File: src/rtl/zseq_pkg.sv
package zseq_pkg;

  typedef enum logic [1:0] {
    PH_IDLE  = 2'd0,
    PH_LEAD  = 2'd1,
    PH_ACT   = 2'd2,
    PH_TRAIL = 2'd3
  } phase_t;

  // strobes from control to datapath
  typedef struct packed {
    logic capture;    // latch zone and direction of the request
    logic loadLead;   // load setup length
    logic loadAct;    // load strobe length
    logic loadTrail;  // load hold length
    logic countDown;  // decrement the phase counter
  } seqCtl_t;

endpackage

File: src/rtl/zseq_datapath.sv
module zseq_datapath
  import zseq_pkg::*;
#(
  parameter int NUM_ZONES = 4,
  parameter int CNT_W     = 3,
  localparam int ZONE_W   = (NUM_ZONES > 1) ? $clog2(NUM_ZONES) : 1
) (
  input  logic              clk,
  input  logic              rstN,
  input  seqCtl_t           ctl,
  input  logic              busy,
  input  logic              reqWrite,
  input  logic [ZONE_W-1:0] reqZone,
  input  logic              cfgWe,
  input  logic [ZONE_W-1:0] cfgZone,
  input  logic              cfgReadyEn,
  input  logic [CNT_W-1:0]  cfgRdLead,
  input  logic [CNT_W-1:0]  cfgRdActive,
  input  logic [CNT_W-1:0]  cfgRdTrail,
  input  logic [CNT_W-1:0]  cfgWrLead,
  input  logic [CNT_W-1:0]  cfgWrActive,
  input  logic [CNT_W-1:0]  cfgWrTrail,
  input  logic              cfgRateWe,
  input  logic              cfgHalfRate,
  output logic              tick,
  output logic              cntZero,
  output logic              curWrite,
  output logic              curReadyEn
);

  localparam logic [CNT_W-1:0] CNT_ONE = CNT_W'(1);

  typedef struct packed {
    logic             readyEn;
    logic [CNT_W-1:0] rdLead;
    logic [CNT_W-1:0] rdAct;
    logic [CNT_W-1:0] rdTrail;
    logic [CNT_W-1:0] wrLead;
    logic [CNT_W-1:0] wrAct;
    logic [CNT_W-1:0] wrTrail;
  } zoneCfg_t;

  zoneCfg_t [NUM_ZONES-1:0] zoneCfgQ;
  logic     [NUM_ZONES-1:0] zoneWe;
  zoneCfg_t                 cfgIn;
  logic                     halfQ;
  logic                     phaseT;
  logic [ZONE_W-1:0]        curZoneQ;
  logic                     curWriteQ;
  logic [CNT_W-1:0]         cntQ;

  logic [ZONE_W-1:0]        selZone;
  logic                     selWrite;
  zoneCfg_t                 selCfg;

  function automatic logic [CNT_W-1:0] lenM1(input logic [CNT_W-1:0] v);
    return (v == '0) ? '0 : v - CNT_ONE;
  endfunction

  assign cfgIn = '{readyEn: cfgReadyEn,
                   rdLead:  cfgRdLead,  rdAct: cfgRdActive, rdTrail: cfgRdTrail,
                   wrLead:  cfgWrLead,  wrAct: cfgWrActive, wrTrail: cfgWrTrail};

  // per-zone write enables, locked out during an access
  for (genvar z = 0; z < NUM_ZONES; z++) begin : g_zoneWe
    assign zoneWe[z] = cfgWe && !busy && (cfgZone == ZONE_W'(z));
  end

  always_ff @(posedge clk) begin
    if (!rstN) begin
      zoneCfgQ <= '0;
    end else begin
      for (int z = 0; z < NUM_ZONES; z++) begin
        if (zoneWe[z]) zoneCfgQ[z] <= cfgIn;
      end
    end
  end

  // global tick rate
  always_ff @(posedge clk) begin
    if (!rstN) begin
      halfQ  <= 1'b0;
      phaseT <= 1'b0;
    end else begin
      phaseT <= ~phaseT;
      if (cfgRateWe && !busy) halfQ <= cfgHalfRate;
    end
  end

  assign tick = !halfQ || phaseT;

  // captured access attributes
  always_ff @(posedge clk) begin
    if (!rstN) begin
      curZoneQ  <= '0;
      curWriteQ <= 1'b0;
    end else if (ctl.capture) begin
      curZoneQ  <= reqZone;
      curWriteQ <= reqWrite;
    end
  end

  assign selZone  = ctl.capture ? reqZone  : curZoneQ;
  assign selWrite = ctl.capture ? reqWrite : curWriteQ;
  assign selCfg   = zoneCfgQ[selZone];

  // phase counter
  always_ff @(posedge clk) begin
    if (!rstN) begin
      cntQ <= '0;
    end else if (ctl.loadLead) begin
      cntQ <= lenM1(selWrite ? selCfg.wrLead : selCfg.rdLead);
    end else if (ctl.loadAct) begin
      cntQ <= lenM1(selWrite ? selCfg.wrAct : selCfg.rdAct);
    end else if (ctl.loadTrail) begin
      cntQ <= lenM1(selWrite ? selCfg.wrTrail : selCfg.rdTrail);
    end else if (ctl.countDown && cntQ != '0) begin
      cntQ <= cntQ - CNT_ONE;
    end
  end

  assign cntZero    = (cntQ == '0);
  assign curWrite   = curWriteQ;
  assign curReadyEn = zoneCfgQ[curZoneQ].readyEn;

  // timing storage frozen while an access is in flight
  a_r9_zone_cfg_frozen : assert property (@(posedge clk) disable iff (!rstN)
    busy |=> $stable(zoneCfgQ));

  // rate frozen while an access is in flight
  a_r9_rate_frozen : assert property (@(posedge clk) disable iff (!rstN)
    busy |=> $stable(halfQ));

  // counter only moves on tick-qualified strobes from control
  a_r2_cnt_moves_on_ctl : assert property (@(posedge clk) disable iff (!rstN)
    (ctl == '0) |=> $stable(cntQ));

endmodule

File: src/rtl/zseq_control.sv
module zseq_control
  import zseq_pkg::*;
(
  input  logic    clk,
  input  logic    rstN,
  input  logic    reqValid,
  input  logic    extReady,
  input  logic    tick,
  input  logic    cntZero,
  input  logic    curWrite,
  input  logic    curReadyEn,
  output seqCtl_t ctl,
  output logic    busy,
  output logic    ack,
  output logic    csEn,
  output logic    rdStrobeN,
  output logic    wrStrobeN,
  output logic    readNotWrite,
  output logic    dataOe
);

  phase_t phaseQ;
  phase_t phaseD;
  logic   ackQ;
  logic   ackD;
  logic   readyOk;

  assign readyOk = !curReadyEn || extReady;

  always_comb begin
    phaseD = phaseQ;
    ctl    = '0;
    ackD   = 1'b0;
    unique case (phaseQ)
      PH_IDLE: begin
        if (reqValid && !ackQ && tick) begin
          ctl.capture  = 1'b1;
          ctl.loadLead = 1'b1;
          phaseD       = PH_LEAD;
        end
      end
      PH_LEAD: begin
        if (tick) begin
          if (cntZero) begin
            ctl.loadAct = 1'b1;
            phaseD      = PH_ACT;
          end else begin
            ctl.countDown = 1'b1;
          end
        end
      end
      PH_ACT: begin
        if (tick) begin
          if (!cntZero) begin
            ctl.countDown = 1'b1;
          end else if (readyOk) begin
            ctl.loadTrail = 1'b1;
            phaseD        = PH_TRAIL;
          end
        end
      end
      PH_TRAIL: begin
        if (tick) begin
          if (cntZero) begin
            ackD   = 1'b1;
            phaseD = PH_IDLE;
          end else begin
            ctl.countDown = 1'b1;
          end
        end
      end
      default: phaseD = PH_IDLE;
    endcase
  end

  always_ff @(posedge clk) begin
    if (!rstN) begin
      phaseQ <= PH_IDLE;
      ackQ   <= 1'b0;
    end else begin
      phaseQ <= phaseD;
      ackQ   <= ackD;
    end
  end

  assign busy         = (phaseQ != PH_IDLE);
  assign ack          = ackQ;
  assign csEn         = busy;
  assign rdStrobeN    = !((phaseQ == PH_ACT) && !curWrite);
  assign wrStrobeN    = !((phaseQ == PH_ACT) && curWrite);
  assign readNotWrite = busy ? !curWrite : 1'b1;
  assign dataOe       = busy && curWrite;

  // acknowledge is a single-clock pulse
  a_r8_ack_single : assert property (@(posedge clk) disable iff (!rstN)
    ack |=> !ack);

  // acknowledge only follows the hold phase
  a_r8_ack_after_trail : assert property (@(posedge clk) disable iff (!rstN)
    ack |-> ($past(phaseQ) == PH_TRAIL) && !csEn);

  // direction stable while chip select is held
  a_r4_dir_stable : assert property (@(posedge clk) disable iff (!rstN)
    (csEn && $past(csEn)) |-> $stable(readNotWrite));

  // no phase change between ticks
  a_r6_hold_between_ticks : assert property (@(posedge clk) disable iff (!rstN)
    !tick |=> $stable(phaseQ));

  // strobe phase held while enabled ready is low after count expiry
  a_r7_ready_holds : assert property (@(posedge clk) disable iff (!rstN)
    (phaseQ == PH_ACT && tick && cntZero && curReadyEn && !extReady) |=> (phaseQ == PH_ACT));

  // strobes never low together
  a_r3_strobe_excl : assert property (@(posedge clk) disable iff (!rstN)
    rdStrobeN || wrStrobeN);

endmodule

File: src/rtl/zone_bus_seq.sv
module zone_bus_seq
  import zseq_pkg::*;
#(
  parameter int NUM_ZONES = 4,
  parameter int CNT_W     = 3,
  localparam int ZONE_W   = (NUM_ZONES > 1) ? $clog2(NUM_ZONES) : 1
) (
  input  logic              clk,
  input  logic              rstN,
  input  logic              reqValid,
  input  logic              reqWrite,
  input  logic [ZONE_W-1:0] reqZone,
  output logic              busy,
  output logic              ack,
  input  logic              cfgWe,
  input  logic [ZONE_W-1:0] cfgZone,
  input  logic              cfgReadyEn,
  input  logic [CNT_W-1:0]  cfgRdLead,
  input  logic [CNT_W-1:0]  cfgRdActive,
  input  logic [CNT_W-1:0]  cfgRdTrail,
  input  logic [CNT_W-1:0]  cfgWrLead,
  input  logic [CNT_W-1:0]  cfgWrActive,
  input  logic [CNT_W-1:0]  cfgWrTrail,
  input  logic              cfgRateWe,
  input  logic              cfgHalfRate,
  input  logic              extReady,
  output logic              csEn,
  output logic              rdStrobeN,
  output logic              wrStrobeN,
  output logic              readNotWrite,
  output logic              dataOe
);

  seqCtl_t ctl;
  logic    tick;
  logic    cntZero;
  logic    curWrite;
  logic    curReadyEn;

  zseq_datapath #(.NUM_ZONES(NUM_ZONES), .CNT_W(CNT_W)) u_dp (
    .clk        (clk),
    .rstN       (rstN),
    .ctl        (ctl),
    .busy       (busy),
    .reqWrite   (reqWrite),
    .reqZone    (reqZone),
    .cfgWe      (cfgWe),
    .cfgZone    (cfgZone),
    .cfgReadyEn (cfgReadyEn),
    .cfgRdLead  (cfgRdLead),
    .cfgRdActive(cfgRdActive),
    .cfgRdTrail (cfgRdTrail),
    .cfgWrLead  (cfgWrLead),
    .cfgWrActive(cfgWrActive),
    .cfgWrTrail (cfgWrTrail),
    .cfgRateWe  (cfgRateWe),
    .cfgHalfRate(cfgHalfRate),
    .tick       (tick),
    .cntZero    (cntZero),
    .curWrite   (curWrite),
    .curReadyEn (curReadyEn)
  );

  zseq_control u_ctl (
    .clk         (clk),
    .rstN        (rstN),
    .reqValid    (reqValid),
    .extReady    (extReady),
    .tick        (tick),
    .cntZero     (cntZero),
    .curWrite    (curWrite),
    .curReadyEn  (curReadyEn),
    .ctl         (ctl),
    .busy        (busy),
    .ack         (ack),
    .csEn        (csEn),
    .rdStrobeN   (rdStrobeN),
    .wrStrobeN   (wrStrobeN),
    .readNotWrite(readNotWrite),
    .dataOe      (dataOe)
  );

endmodule

File: config.mk
export PLATFORM = sky130hd
export DESIGN_NAME = zone_bus_seq
export DESIGN_NICKNAME = d
export VERILOG_FILES = /design/src/rtl/zseq_pkg.sv /design/src/rtl/zseq_datapath.sv /design/src/rtl/zseq_control.sv /design/src/rtl/zone_bus_seq.sv
export SDC_FILE = /design/constraint.sdc
export NUM_CORES = 1
export LEC_CHECK = 0
export BUFFER_PORTS_ARGS = -buffer_cell sky130_fd_sc_hd__buf_2
export CAP_MARGIN = 40
export CORE_MARGIN = 1
export CORE_UTILIZATION = 47
export CTS_BUF_LIST = sky130_fd_sc_hd__clkbuf_2 sky130_fd_sc_hd__clkbuf_4 sky130_fd_sc_hd__clkbuf_8
export DETAILED_ROUTE_END_ITERATION = 8
export SLEW_MARGIN = 20
export SYNTH_ARGS = -nofsm -noshare
export SYNTH_HDL_FRONTEND = slang
export SYNTH_SLANG_ARGS = --single-unit
File: constraint.sdc
create_clock -name clk -period 7.7 [get_ports clk]
set_clock_uncertainty 0.2 [all_clocks]
set_input_delay 0.385 -clock clk [delete_from_list [all_inputs] [get_ports clk]]
set_output_delay 0.385 -clock clk [all_outputs]
set_load 0.05 [all_outputs]
==> results of run 1 <==
registers in the layout (all words and copies together), names as in the netlist:
register       count
u_ctl.ack          1
u_ctl.phaseQ       2
u_dp.cntQ          3
u_dp.curWrite      1
u_dp.curZoneQ      2
u_dp.halfQ         1
u_dp.phaseT        1
u_dp.zoneCfgQ     76
stage by stage:
stage               hold slack, ns  setup slack [ns]
finish                      0.0991              3.59
global route                0.0999              3.24
CTS                         0.0851              3.50
detailed placement           0.245              3.54
global placement             0.238              3.67
floorplan                    0.206              4.50
cells in the final DEF (no fill, tap or decap), types with 8 or more instances in the layout:
master | Yosys | layout
nand2b_1 | 13 | 13
inv_1 | 12 | 12
nand2_1 | 178 | 178
buf_2 | 10 | 37
o311a_1 | 8 | 8
a311oi_1 | 9 | 9
clkbuf_8 | 0 | 13
mux2i_1 | 30 | 30
ha_1 | 16 | 16
a21boi_0 | 80 | 80
dfxtp_1 | 87 | 87
nor2_1 | 9 | 9
cell families (layout without fill, tap and decap cells):
kind of cell               count (synthesis)  after routing  share of synthesized area, %
AOI/OAI and AO/OA                        151            151                          25.3
and+or+nand+nor                          229            229                          20.4
muxes                                     37             37                          8.68
buffers and inverters                     52             79                          4.95
xor gates and xnor gates                   1              1                         0.183
adders and majority gates                 16             16                          4.17
DFF                                       87             87                          36.3
layer usage:
layer  track usage [%]  vias to the layer above
met5                 0                        -
met4              11.6                        0
met3              3.53                       17
met2              41.3                      113
met1              35.1                     1944
li1                  -                     2032
how the worst min path moves through the flow:
stage	cells after the start	from	end
floorplan	1	u_dp.phaseT	u_dp.phaseT
global placement	1	u_dp.phaseT	u_dp.phaseT
detailed placement	1	u_dp.phaseT	u_dp.phaseT
CTS	3	cfgRdLead[0]	u_dp.zoneCfgQ[53]
global route	3	cfgWrLead[2]	u_dp.zoneCfgQ[27]
finish	3	cfgRdLead[0]	u_dp.zoneCfgQ[53]
power groups by stage:
stage / clock network [mW] / registers (mW) / logic (mW)
after global placement: 0 / 0.531 / 0.571
after floorplan: 0 / 0.521 / 0.471
after CTS: 0.390 / 0.522 / 0.597
after detailed placement: 0 / 0.532 / 0.594
final: 0.382 / 0.522 / 0.601
after global routing: 0.408 / 0.527 / 0.666
final cells by class:
type / count / area (sq um)
inverter: 14 / 52.6
fill: 984 / 4460
sequential: 87 / 1740
timing repair buffer: 49 / 328
clock inverter: 2 / 60.1
tap: 133 / 166
multi-input combinational: 434 / 2830
clock buffer: 14 / 186
worst reg2reg max path, cell delays in order (launching register included):
cell and delay [ns]:
dfxtp_1 0.35, inv_1 0.12, ha_1 0.41, inv_2 0.27, o31ai_4 0.45, nand2_1 0.53, o32ai_1 0.57, o21a_1 0.16
ha_1 0.16, inv_1 0.05, ha_1 0.18, mux2i_1 0.14, a21oi_1 0.06, a311oi_1 0.27, nor2_1 0.07
synth_stat cells (2+ instances only):
master     instances  area, sq um
nand3_1            3         15.0
a311oi_1           9         78.8
a211oi_2           2         25.0
buf_2             10         50.1
and3_1             5         31.3
a311o_1            3         30.0
a21boi_0          80          601
a211oi_1           4         30.0
mux4_2             3         67.6
nand4_1            2         12.5
o21a_1             4         30.0
and2_1             4         25.0
clkbuf_1          23         86.3
nor2b_1            5         31.3
o21ai_0            7         35.0
or3_1              3         18.8
a21oi_1            7         35.0
a2111oi_0          7         61.3
nor3_2             2         20.0
o211ai_1           2         15.0
o31ai_4            2         42.5
nor2_1             9         33.8
a32o_1             2         20.0
mux2_2             3         33.8
nor3_1             2         10.0
ha_1              16          200
mux2i_1           30          300
buf_4              2         15.0
o221ai_1           2         17.5
nand2_1          178          668
nand2b_1          13         81.3
buf_6              3         33.8
dfxtp_1           87         1740
o311a_1            8         80.1
inv_1             12         45.0
==> summary.txt, run 1 <==
Cells and area
  • Util after Layout: 54.6%
  • Post-route cell area: 5360 sq um
  • P&R area growth vs syn: 11.8%
  • Fraction of layout cells with a size suffix above 1: 14.0%
  • Final std cells w/o fill: 733
  • Ant. Diodes: 0
  • Fin nets: 642

Placement
  • Dpl cell area: 5100 sq um
  • Placed Instances: 716
  • Detailed Place HPWL: 8680 um
  • PortBufs: 37
  • Global placement routability congestion: 0.908

Synthesis
  • EDFF count, synth: 0
  • Mean Syn Cell Area: 8.37 sq um
  • Synth unique cells: 54
  • Cells after Synth: 573
  • Synthesized area: 4800 sq um
  • Synth Flop Type: dfxtp_1
  • Post-synth ARST share: 0%
  • Post-synthesis sequential area ratio: 36.3%
  • Ys Warns: 0
  • #FFs+latches synth: 87
  • Syn nets: 620

Route
  • Met3 WL: 727 um
  • Met2 wire len: 5920 um
  • Post-DR wirelength/cell: 17.3 um
  • Antenna viol nets, final: 0
  • Final wirelength: 12700 um
  • Vias per cell: 5.60
  • Max layer used: met4
  • Remaining DRCs: 0
  • Met1 WL: 5860 um
  • Vias after detailed routing: 4106
  • DRT iter0 DRCs: 143
  • DRT Pass-1 Iters: 5

Hold path
  • Hold Path Class: input pin to flip-flop

Clocking
  • Skew-Pair Late Insertion Delay: 0.36 ns
  • Max Buffers Root-to-Sink: 2
  • Clock root buffer: clkbuf_8
  • Cts bufs inserted: 9
  • CTS tree: yes
  • Reg clk slew, reported paths: 0.09 ns
  • Post-CTS Resized: 0
  • # Post-CTS Setup Buffers: 0
  • Clock Sink Count: 87
  • H-tree depth: 3
  • Cts hold-fix bufs: 0

Critical path
  • WP buf/inv: 3
  • Crit path from: u_ctl.phaseQ[0]
  • Worst Path Arrival: 4.16 ns
  • Critical Path Stages: 14
  • Critical path class: flip-flop to flip-flop
  • Worst-path fanout max: 21
  • CP cell instances: inv_1, ha_1, inv_2, o31ai_4, nand2_1, o32ai_1, o21a_1, ha_1, inv_1, ha_1, mux2i_1, a21oi_1, a311oi_1, nor2_1
  • Top delay family on crit path: compound AO/OA/AOI/OAI gates
  • Worst setup EP type: flip-flop
  • Crit path to: u_dp.cntQ[2]
  • R2r setup slk: 3.59 ns
  • Required @ worst endpoint: 7.76 ns
  • Slowest Stage Delay on Critical Path: 0.56 ns
  • Reg-to-Reg Start: u_ctl.phaseQ[0]
  • Crit path max-delay cell type: o32ai_1
  • Worst R2R End: u_dp.cntQ[2]
  • CP startpoint kind: flip-flop
  • Reg2Reg Depth: 14
  • Most frequent cell on the critical path: ha_1

Timing
  • Fin. Hold Viols: 0
  • RSZ-0062 raised after global routing: false
  • Rel. slew slack: 47.3%
  • Fin crit period: 4.11 ns
  • Worst Tran Pin Value: 0.790 ns
  • Fmax: 0.244 GHz
  • Setup Viol. Count Final: 0
  • Setup TNS: 0 ns
  • Tcrit/Tclk final: 53.3%
  • Final-report max-slew violation count: 0

Global routing
  • Initial antenna violation count: 0
  • Global-route wire length before repair: 20600 um
  • Largest net degree at the start of global routing: 88
  • GRT overflow: 0
  • Vias in the first global route: 3890
  • GRT Total Usage: 26.0%

Pwr
  • Pwr dens: 281 nW/um^2
  • Sequential Power Share: 34.7%
  • Pint: 0.922 mW
  • Worst VDD drop: 0.121 mV
  • Total net switching power: 0.582 mW
  • Clock share of power: 25.4%
  • Net Sw Frac: 38.7%
  • Combinational share of power: 39.9%
  • Lkg Pwr: 1.98 nW
  • Final Power: 1.50 mW

Floorplan
  • Die W: 103 um
  • Core Box Area: 9820 sq um
  • Starting density of the core: 48.9%
  • I/O pin total: 38
  • Die height: 103 um
  • Floorplan row count: 36
  • Die footprint: 10600 sq um

Run status
  • Status: finished, final reports clean

Flow run
  • Max cap viols: 0
Power figures use the tool's default switching activity.
==> run 2, diff against run 1 <==
==> constraint.sdc (replaced) <==
create_clock -name clk -period 4.2 [get_ports clk]
set_clock_uncertainty 0.2 [all_clocks]
set_input_delay 0.21 -clock clk [delete_from_list [all_inputs] [get_ports clk]]
set_output_delay 0.21 -clock clk [all_outputs]
set_load 0.05 [all_outputs]
==> run 2 against run 1 <==
Fmax grew 7.7%. Critical path depth is the same. Setup slack lost 3.2 ns. Combinational power grew 91%. Die area is the same. Non-clock buffer count grew 28. Register-to-register slack lost 3.2 ns. Cell count grew 3.8%. Sequential share of layout area shrank 1.6 points. Largest cell class unchanged.
==> summary.txt, run 2 (same netlist as run 1, synthesis figures left out) <==
Run status
  • Status: finished, final reports clean (unchanged)

Critical path
  • Slowest Stage Delay on Critical Path: 0.54 ns (was 0.56 ns)
  • Critical path class: flip-flop to flip-flop (unchanged)
  • CP cell instances: inv_1, ha_1, inv_2, o31ai_4, and2_1, buf_4, mux2i_1, mux2i_1, mux2i_1, ha_1, ha_1, nor2_1, a211oi_2, a211oi_2 (was inv_1, ha_1, inv_2, o31ai_4, nand2_1, o32ai_1, o21a_1, ha_1, inv_1, ha_1, mux2i_1, a21oi_1, a311oi_1, nor2_1)
  • Crit path from: u_ctl.phaseQ[0] (unchanged)
  • R2r setup slk: 0.39 ns (was 3.59 ns)
  • CP startpoint kind: flip-flop (unchanged)
  • Critical Path Stages: 14 (unchanged)
  • WP buf/inv: 3 (unchanged)
  • Worst Path Arrival: 3.87 ns (was 4.16 ns)
  • Reg2Reg Depth: 14 (unchanged)
  • Worst R2R End: u_dp.cntQ[0] (was u_dp.cntQ[2])
  • Required @ worst endpoint: 4.25 ns (was 7.76 ns)
  • Worst setup EP type: flip-flop (unchanged)
  • Crit path max-delay cell type: and2_1 (was o32ai_1)
  • Crit path to: u_dp.cntQ[0] (was u_dp.cntQ[2])
  • Reg-to-Reg Start: u_ctl.phaseQ[0] (unchanged)
  • Worst-path fanout max: 12 (was 21)
  • Top delay family on crit path: adder cells (was compound AO/OA/AOI/OAI gates)

Clocking
  • Reg clk slew, reported paths: 0.09 ns (about the same)
  • Clock Sink Count: 87 (unchanged)
  • Post-CTS Resized: 0 (unchanged)
  • Skew-Pair Late Insertion Delay: 0.37 ns (was 0.36 ns)
  • H-tree depth: 3 (unchanged)
  • Clock root buffer: clkbuf_8 (unchanged)
  • CTS tree: yes (unchanged)
  • Max Buffers Root-to-Sink: 2 (unchanged)
  • Cts bufs inserted: 9 (unchanged)

Flow run
  • Max cap viols: 0 (unchanged)

Global routing
  • Global-route wire length before repair: 21000 um (was 20600 um)
  • GRT Total Usage: 26.6% (was 26.0%)
  • Vias in the first global route: 3990 (was 3890)
  • Largest net degree at the start of global routing: 57 (was 88)
  • Initial antenna violation count: 0 (unchanged)
  • GRT overflow: 0 (unchanged)

Cells and area
  • Final std cells w/o fill: 761 (was 733)
  • Fraction of layout cells with a size suffix above 1: 14.3% (was 14.0%)
  • Post-route cell area: 5630 sq um (was 5360 sq um)
  • Leading cell type in the layout, fill and taps excluded: nand2_1 (unchanged)
  • P&R area growth vs syn: 17.4% (was 11.8%)
  • Register with the most flip-flops: u_dp.zoneCfgQ (unchanged)
  • Max reg flops: 76 (unchanged)
  • Ant. Diodes: 0 (unchanged)
  • Top flop regs: u_dp.zoneCfgQ x76, u_dp.cntQ x3 (unchanged)
  • Fin nets: 670 (was 642)
  • Most frequent cells in the layout: nand2_1 (178), dfxtp_1 (87), a21boi_0 (80) (unchanged)

Pwr
  • Pint: 1.79 mW (was 0.922 mW)
  • Net Sw Frac: 38.1% (was 38.7%)
  • Worst VDD drop: 0.217 mV (was 0.121 mV)
  • Pwr dens: 514 nW/um^2 (was 281 nW/um^2)
  • Sequential Power Share: 32.8% (was 34.7%)
  • Combinational share of power: 39.8% (was 39.9%)
  • Lkg Pwr: 2.11 nW (was 1.98 nW)
  • Clock share of power: 27.3% (was 25.4%)
  • Total net switching power: 1.10 mW (was 0.582 mW)

Floorplan
  • Floorplan row count: 36 (unchanged)
  • Die footprint: 10600 sq um (unchanged)
  • Starting density of the core: 48.9% (unchanged)
  • I/O pin total: 38 (unchanged)
  • Die W: 103 um (unchanged)
  • Die height: 103 um (unchanged)
  • Core Box Area: 9820 sq um (unchanged)

Hold path
  • Hold Path Class: input pin to flip-flop (unchanged)

Timing
  • Setup TNS: 0 ns (unchanged)
  • Fin. Hold Viols: 0 (unchanged)
  • Tcrit/Tclk final: 90.8% (was 53.3%)
  • RSZ-0062 raised after global routing: false (unchanged)
  • Final worst slack: 0.388 ns (was 3.59 ns)
  • Hold WS: 0.0901 ns (was 0.0991 ns)
  • Final-report max-slew violation count: 0 (unchanged)
  • Fmax: 0.262 GHz (was 0.244 GHz)
  • Fin crit period: 3.81 ns (was 4.11 ns)
  • Worst Tran Pin Value: 0.846 ns (was 0.790 ns)
  • Rel. slew slack: 43.6% (was 47.3%)
  • Setup Viol. Count Final: 0 (unchanged)

Route
  • Post-DR wirelength/cell: 17.6 um (was 17.3 um)
  • Final wirelength: 13400 um (was 12700 um)
  • Vias after detailed routing: 4215 (was 4106)
  • DRT iter0 DRCs: 203 (was 143)
  • DRT Pass-1 Iters: 4 (was 5)
  • Remaining DRCs: 0 (unchanged)
  • Antenna viol nets, final: 0 (unchanged)
  • Vias per cell: 5.54 (was 5.60)

Placement
  • Pre-CTS WS: 0.378 ns (was 3.54 ns)
  • Detailed Place HPWL: 9090 um (was 8680 um)
  • Placed Instances: 722 (was 716)
  • PortBufs: 37 (unchanged)
  • Global placement routability congestion: 0.836 (was 0.908)
  • Dpl cell area: 5130 sq um (was 5100 sq um)
-- run 2: cell count changes in the layout (fill, tap and decap cells not counted), sizes merged --
cell / change
clkinv: +1
bufinv: +2
dlygate4sd3: +22
buf: +6
clkbuf: -3
-- run 2: layout make-up --
type	instances	area (sq um)
fillers	939	4190
multi-input cells	434	2830
flip-flops and latches	87	1740
repair buffers	77	571
well taps	133	166
clock buffers	11	145
clock inverters	5	129
inverters	14	52.6
-- run 2: timing repair --
action,in CTS,in global routing
hold buffers,22,0
hold endpoints to repair,77,0
buffers inserted,0,0
-- run 2: how the worst min path moves through the flow --
stage                   from           endpoint  slack, ns  cells past startpoint
2_1_floorplan  cfgWrTrail[0]   u_dp.zoneCfgQ[0]       0.15                      2
3_3_place_gp     u_dp.phaseT        u_dp.phaseT       0.24                      1
3_5_place_dp     u_dp.phaseT        u_dp.phaseT       0.24                      1
4_1_cts           cfgZone[1]  u_dp.zoneCfgQ[13]       0.08                      4
5_1_grt           cfgZone[1]   u_dp.zoneCfgQ[9]       0.10                      4
6_report          cfgZone[1]  u_dp.zoneCfgQ[18]       0.09                      4
-- run 2: through the flow --
stage               total power, mW  utilization, %
detailed placement             2.09            52.3
finish                         2.90            57.4
floorplan                      1.82               -
global route                   3.05            57.4
global placement               2.06            51.6
CTS                            2.91            57.3
-- run 2: routing by layer --
| metal | GRT usage (%) | vias to the layer above | share of wire (%) | wire length, um |
|---|---|---|---|---|
| met2 | 45.3 | 70 | 49 | 6580 |
| li1 | - | 2087 | - | - |
| met1 | 34.7 | 2045 | 46 | 6230 |
| met4 | 10.8 | 0 | 1.5 | 202 |
| met5 | 0 | - | 0 | 0 |
| met3 | 2.64 | 13 | 2.9 | 382 |
-- run 2: worst reg2reg max path: stages (launching register included) --
cell	delay [ns]
dfxtp_1	0.35
inv_1	0.12
ha_1	0.43
inv_2	0.11
o31ai_4	0.43
and2_1	0.54
buf_4	0.28
mux2i_1	0.20
mux2i_1	0.09
mux2i_1	0.17
ha_1	0.20
ha_1	0.18
nor2_1	0.07
a211oi_2	0.25
a211oi_2	0.10
-- run 2: power groups by stage --
stage	Sequential (mW)	Clock (mW)	Combinational (mW)
finish	0.952	0.792	1.15
global route	0.959	0.834	1.26
detailed placement	0.969	0	1.13
floorplan	0.955	0	0.863
global placement	0.966	0	1.09
CTS	0.950	0.804	1.15
==> run 3, diff against run 2 <==
--- a/config.mk
+++ b/config.mk
@@ -8,7 +8,7 @@
 export BUFFER_PORTS_ARGS = -buffer_cell sky130_fd_sc_hd__buf_2
 export CAP_MARGIN = 40
 export CORE_MARGIN = 1
-export CORE_UTILIZATION = 47
+export CORE_UTILIZATION = 45
 export CTS_BUF_LIST = sky130_fd_sc_hd__clkbuf_2 sky130_fd_sc_hd__clkbuf_4 sky130_fd_sc_hd__clkbuf_8
 export DETAILED_ROUTE_END_ITERATION = 8
 export SLEW_MARGIN = 20
==> run 3 against run 2 <==
Register-to-register slack improved by 0.12 ns. Critical path type unchanged. Setup slack better by 0.12 ns. Global-route usage down 1.5 points.
==> summary.txt, run 3 (same netlist as run 1, synthesis figures left out) <==
Pwr
  • Pwr dens: 503 nW/um^2 (was 514 nW/um^2)
  • Worst VDD drop: 0.210 mV (was 0.217 mV)
  • Lkg Pwr: 2.09 nW (was 2.11 nW)
  • Final Power: 2.83 mW (was 2.90 mW)

Clocking
  • Cts bufs inserted: 9 (unchanged)
  • Post-CTS Resized: 0 (unchanged)
  • Skew-Pair Late Insertion Delay: 0.36 ns (was 0.37 ns)
  • Clock Sink Count: 87 (unchanged)
  • H-tree depth: 3 (unchanged)
  • Cts hold-fix bufs: 22 (unchanged)
  • Max Buffers Root-to-Sink: 2 (unchanged)
  • # Post-CTS Setup Buffers: 0 (unchanged)
  • CTS tree: yes (unchanged)
  • Clock root buffer: clkbuf_8 (unchanged)
  • Reg clk slew, reported paths: 0.10 ns (was 0.09 ns)

Global routing
  • Largest net degree at the start of global routing: 50 (was 57)
  • Vias in the first global route: 4222 (was 3990)
  • Initial antenna violation count: 0 (unchanged)
  • Global-route wire length before repair: 21800 um (was 21000 um)
  • GRT Total Usage: 25.2% (was 26.6%)
  • GRT overflow: 0 (unchanged)

Timing
  • RSZ-0062 raised after global routing: false (unchanged)
  • Setup Viol. Count Final: 0 (unchanged)
  • Rel. slew slack: 48.9% (was 43.6%)
  • Fin crit period: 3.69 ns (was 3.81 ns)
  • Fin. Hold Viols: 0 (unchanged)
  • Fmax: 0.271 GHz (was 0.262 GHz)
  • Tcrit/Tclk final: 88.0% (was 90.8%)
  • Setup TNS: 0 ns (unchanged)
  • Final-report max-slew violation count: 0 (unchanged)
  • Worst Tran Pin Value: 0.764 ns (was 0.846 ns)

Floorplan
  • Die height: 105 um (was 103 um)
  • Die footprint: 11100 sq um (was 10600 sq um)
  • Core Box Area: 10300 sq um (was 9820 sq um)
  • Die W: 105 um (was 103 um)
  • Floorplan row count: 37 (was 36)
  • Starting density of the core: 46.5% (was 48.9%)
  • I/O pin total: 38 (unchanged)

Cells and area
  • Fraction of layout cells with a size suffix above 1: 14.1% (was 14.3%)
  • Ant. Diodes: 0 (unchanged)
  • P&R area growth vs syn: 17.2% (was 17.4%)
  • Max reg flops: 76 (unchanged)
  • Fin nets: 669 (was 670)
  • Most frequent cells in the layout: nand2_1 (178), dfxtp_1 (87), a21boi_0 (80) (unchanged)
  • Register with the most flip-flops: u_dp.zoneCfgQ (unchanged)
  • Leading cell type in the layout, fill and taps excluded: nand2_1 (unchanged)
  • Post-route cell area: 5620 sq um (was 5630 sq um)
  • Top flop regs: u_dp.zoneCfgQ x76, u_dp.cntQ x3 (unchanged)

Route
  • Vias after detailed routing: 4160 (was 4215)
  • Met1 WL: 5990 um (was 6230 um)
  • Antenna viol nets, final: 0 (unchanged)
  • Remaining DRCs: 0 (unchanged)
  • Met2 wire len: 6540 um (was 6580 um)
  • DRT Pass-1 Iters: 5 (was 4)
  • Final wirelength: 13000 um (was 13400 um)
  • Vias per cell: 5.46 (was 5.54)
  • Max layer used: met4 (unchanged)
  • Post-DR wirelength/cell: 17.1 um (was 17.6 um)
  • DRT iter0 DRCs: 204 (was 203)
  • Met3 WL: 379 um (was 382 um)

Critical path
  • Reg2Reg Depth: 17 (was 14)
  • Crit path to: u_dp.cntQ[2] (was u_dp.cntQ[0])
  • R2r setup slk: 0.51 ns (was 0.39 ns)
  • Worst-path fanout max: 12 (unchanged)
  • Worst R2R End: u_dp.cntQ[2] (was u_dp.cntQ[0])
  • Required @ worst endpoint: 4.26 ns (was 4.25 ns)
  • CP startpoint kind: flip-flop (unchanged)
  • Most frequent cell on the critical path: mux2i_1
  • Worst Path Arrival: 3.75 ns (was 3.87 ns)
  • Slowest Stage Delay on Critical Path: 0.42 ns (was 0.54 ns)
  • Crit path from: u_ctl.phaseQ[0] (unchanged)
  • Reg-to-Reg Start: u_ctl.phaseQ[0] (unchanged)
  • Critical path class: flip-flop to flip-flop (unchanged)
  • CP cell instances: inv_1, ha_1, buf_4, inv_2, o31ai_4, and2_1, buf_4, mux2i_1, mux2i_1, mux2i_1, ha_1, inv_1, ha_1, mux2i_1, a21oi_1, a311oi_1, nor2_1 (was inv_1, ha_1, inv_2, o31ai_4, and2_1, buf_4, mux2i_1, mux2i_1, mux2i_1, ha_1, ha_1, nor2_1, a211oi_2, a211oi_2)
  • Crit path max-delay cell type: and2_1 (unchanged)
  • Worst setup EP type: flip-flop (unchanged)

Placement
  • Global placement routability congestion: 0.818 (was 0.836)
  • Dpl cell area: 5160 sq um (was 5130 sq um)
  • Detailed Place HPWL: 8960 um (was 9090 um)
  • PortBufs: 37 (unchanged)

Hold path
  • Hold Path Class: input pin to flip-flop (unchanged)

Run status
  • Status: finished, final reports clean (unchanged)

Flow run
  • Max cap viols: 0 (unchanged)
==> run 3: changes by cell type in the layout (fill, tap and decap cells not counted), sizes merged <==
cell,change
clkinvlp,+1
buf,-1
bufinv,-1
clkbuf,-1
==> run 3: final cells by class <==
type                       instances  area [sq um]
clock inverter                     5           106
timing repair buffer              76           579
fill                             972          4700
tap                              136           170
multi-input combinational        434          2830
inverter                          14          52.6
clock buffer                      10           138
sequential                        87          1740
==> run 3: routing by layer <==
| metal | vias to the layer above | global-route usage, % |
|---|---|---|
| met5 | - | 0 |
| met4 | 0 | 5.84 |
| met3 | 8 | 3.90 |
| met2 | 71 | 44.1 |
| met1 | 1995 | 32.4 |
| li1 | 2086 | - |
==> run 3: how the worst min path moves through the flow <==
stage / cells after the start / start / slack, ns / endpoint
6_report: 4 / cfgZone[1] / 0.1 / u_dp.zoneCfgQ[14]
5_1_grt: 4 / cfgZone[1] / 0.1 / u_dp.zoneCfgQ[8]
4_1_cts: 4 / cfgZone[1] / 0.08 / u_dp.zoneCfgQ[17]
3_5_place_dp: 1 / u_dp.phaseT / 0.25 / u_dp.phaseT
3_3_place_gp: 1 / u_dp.phaseT / 0.24 / u_dp.phaseT
2_1_floorplan: 2 / cfgWrTrail[0] / 0.15 / u_dp.zoneCfgQ[0]
==> run 3: power by group <==
part	total, mW	internal, mW	switching [mW]
Sequential	0.951	0.899	0.0517
Combinational	1.15	0.423	0.729
Clock	0.724	0.410	0.314
==> run 3: through the flow <==
step / hold slack (ns) / utilization, % / instances / setup WS [ns]
2_1_floorplan: 0.155 / - / 573 / 1.00
3_3_place_gp: 0.236 / 49.1 / 720 / 0.665
3_5_place_dp: 0.251 / 50.0 / 725 / 0.550
4_1_cts: 0.0810 / 54.5 / 762 / 0.520
5_1_grt: 0.0993 / 54.5 / 762 / 0.198
6_report: 0.0967 / 54.5 / 762 / 0.505
==> run 3: critical path: cells and delay by family, from the launching register on <==
family                     cells  cell delay [ns]
AOI/OAI and AO/OA              3             0.70
adders and majority gates      3             0.53
buffers and inverters          5             0.69
DFF                            1             0.36
muxes                          4             0.61
and+or+nand+nor                2             0.49
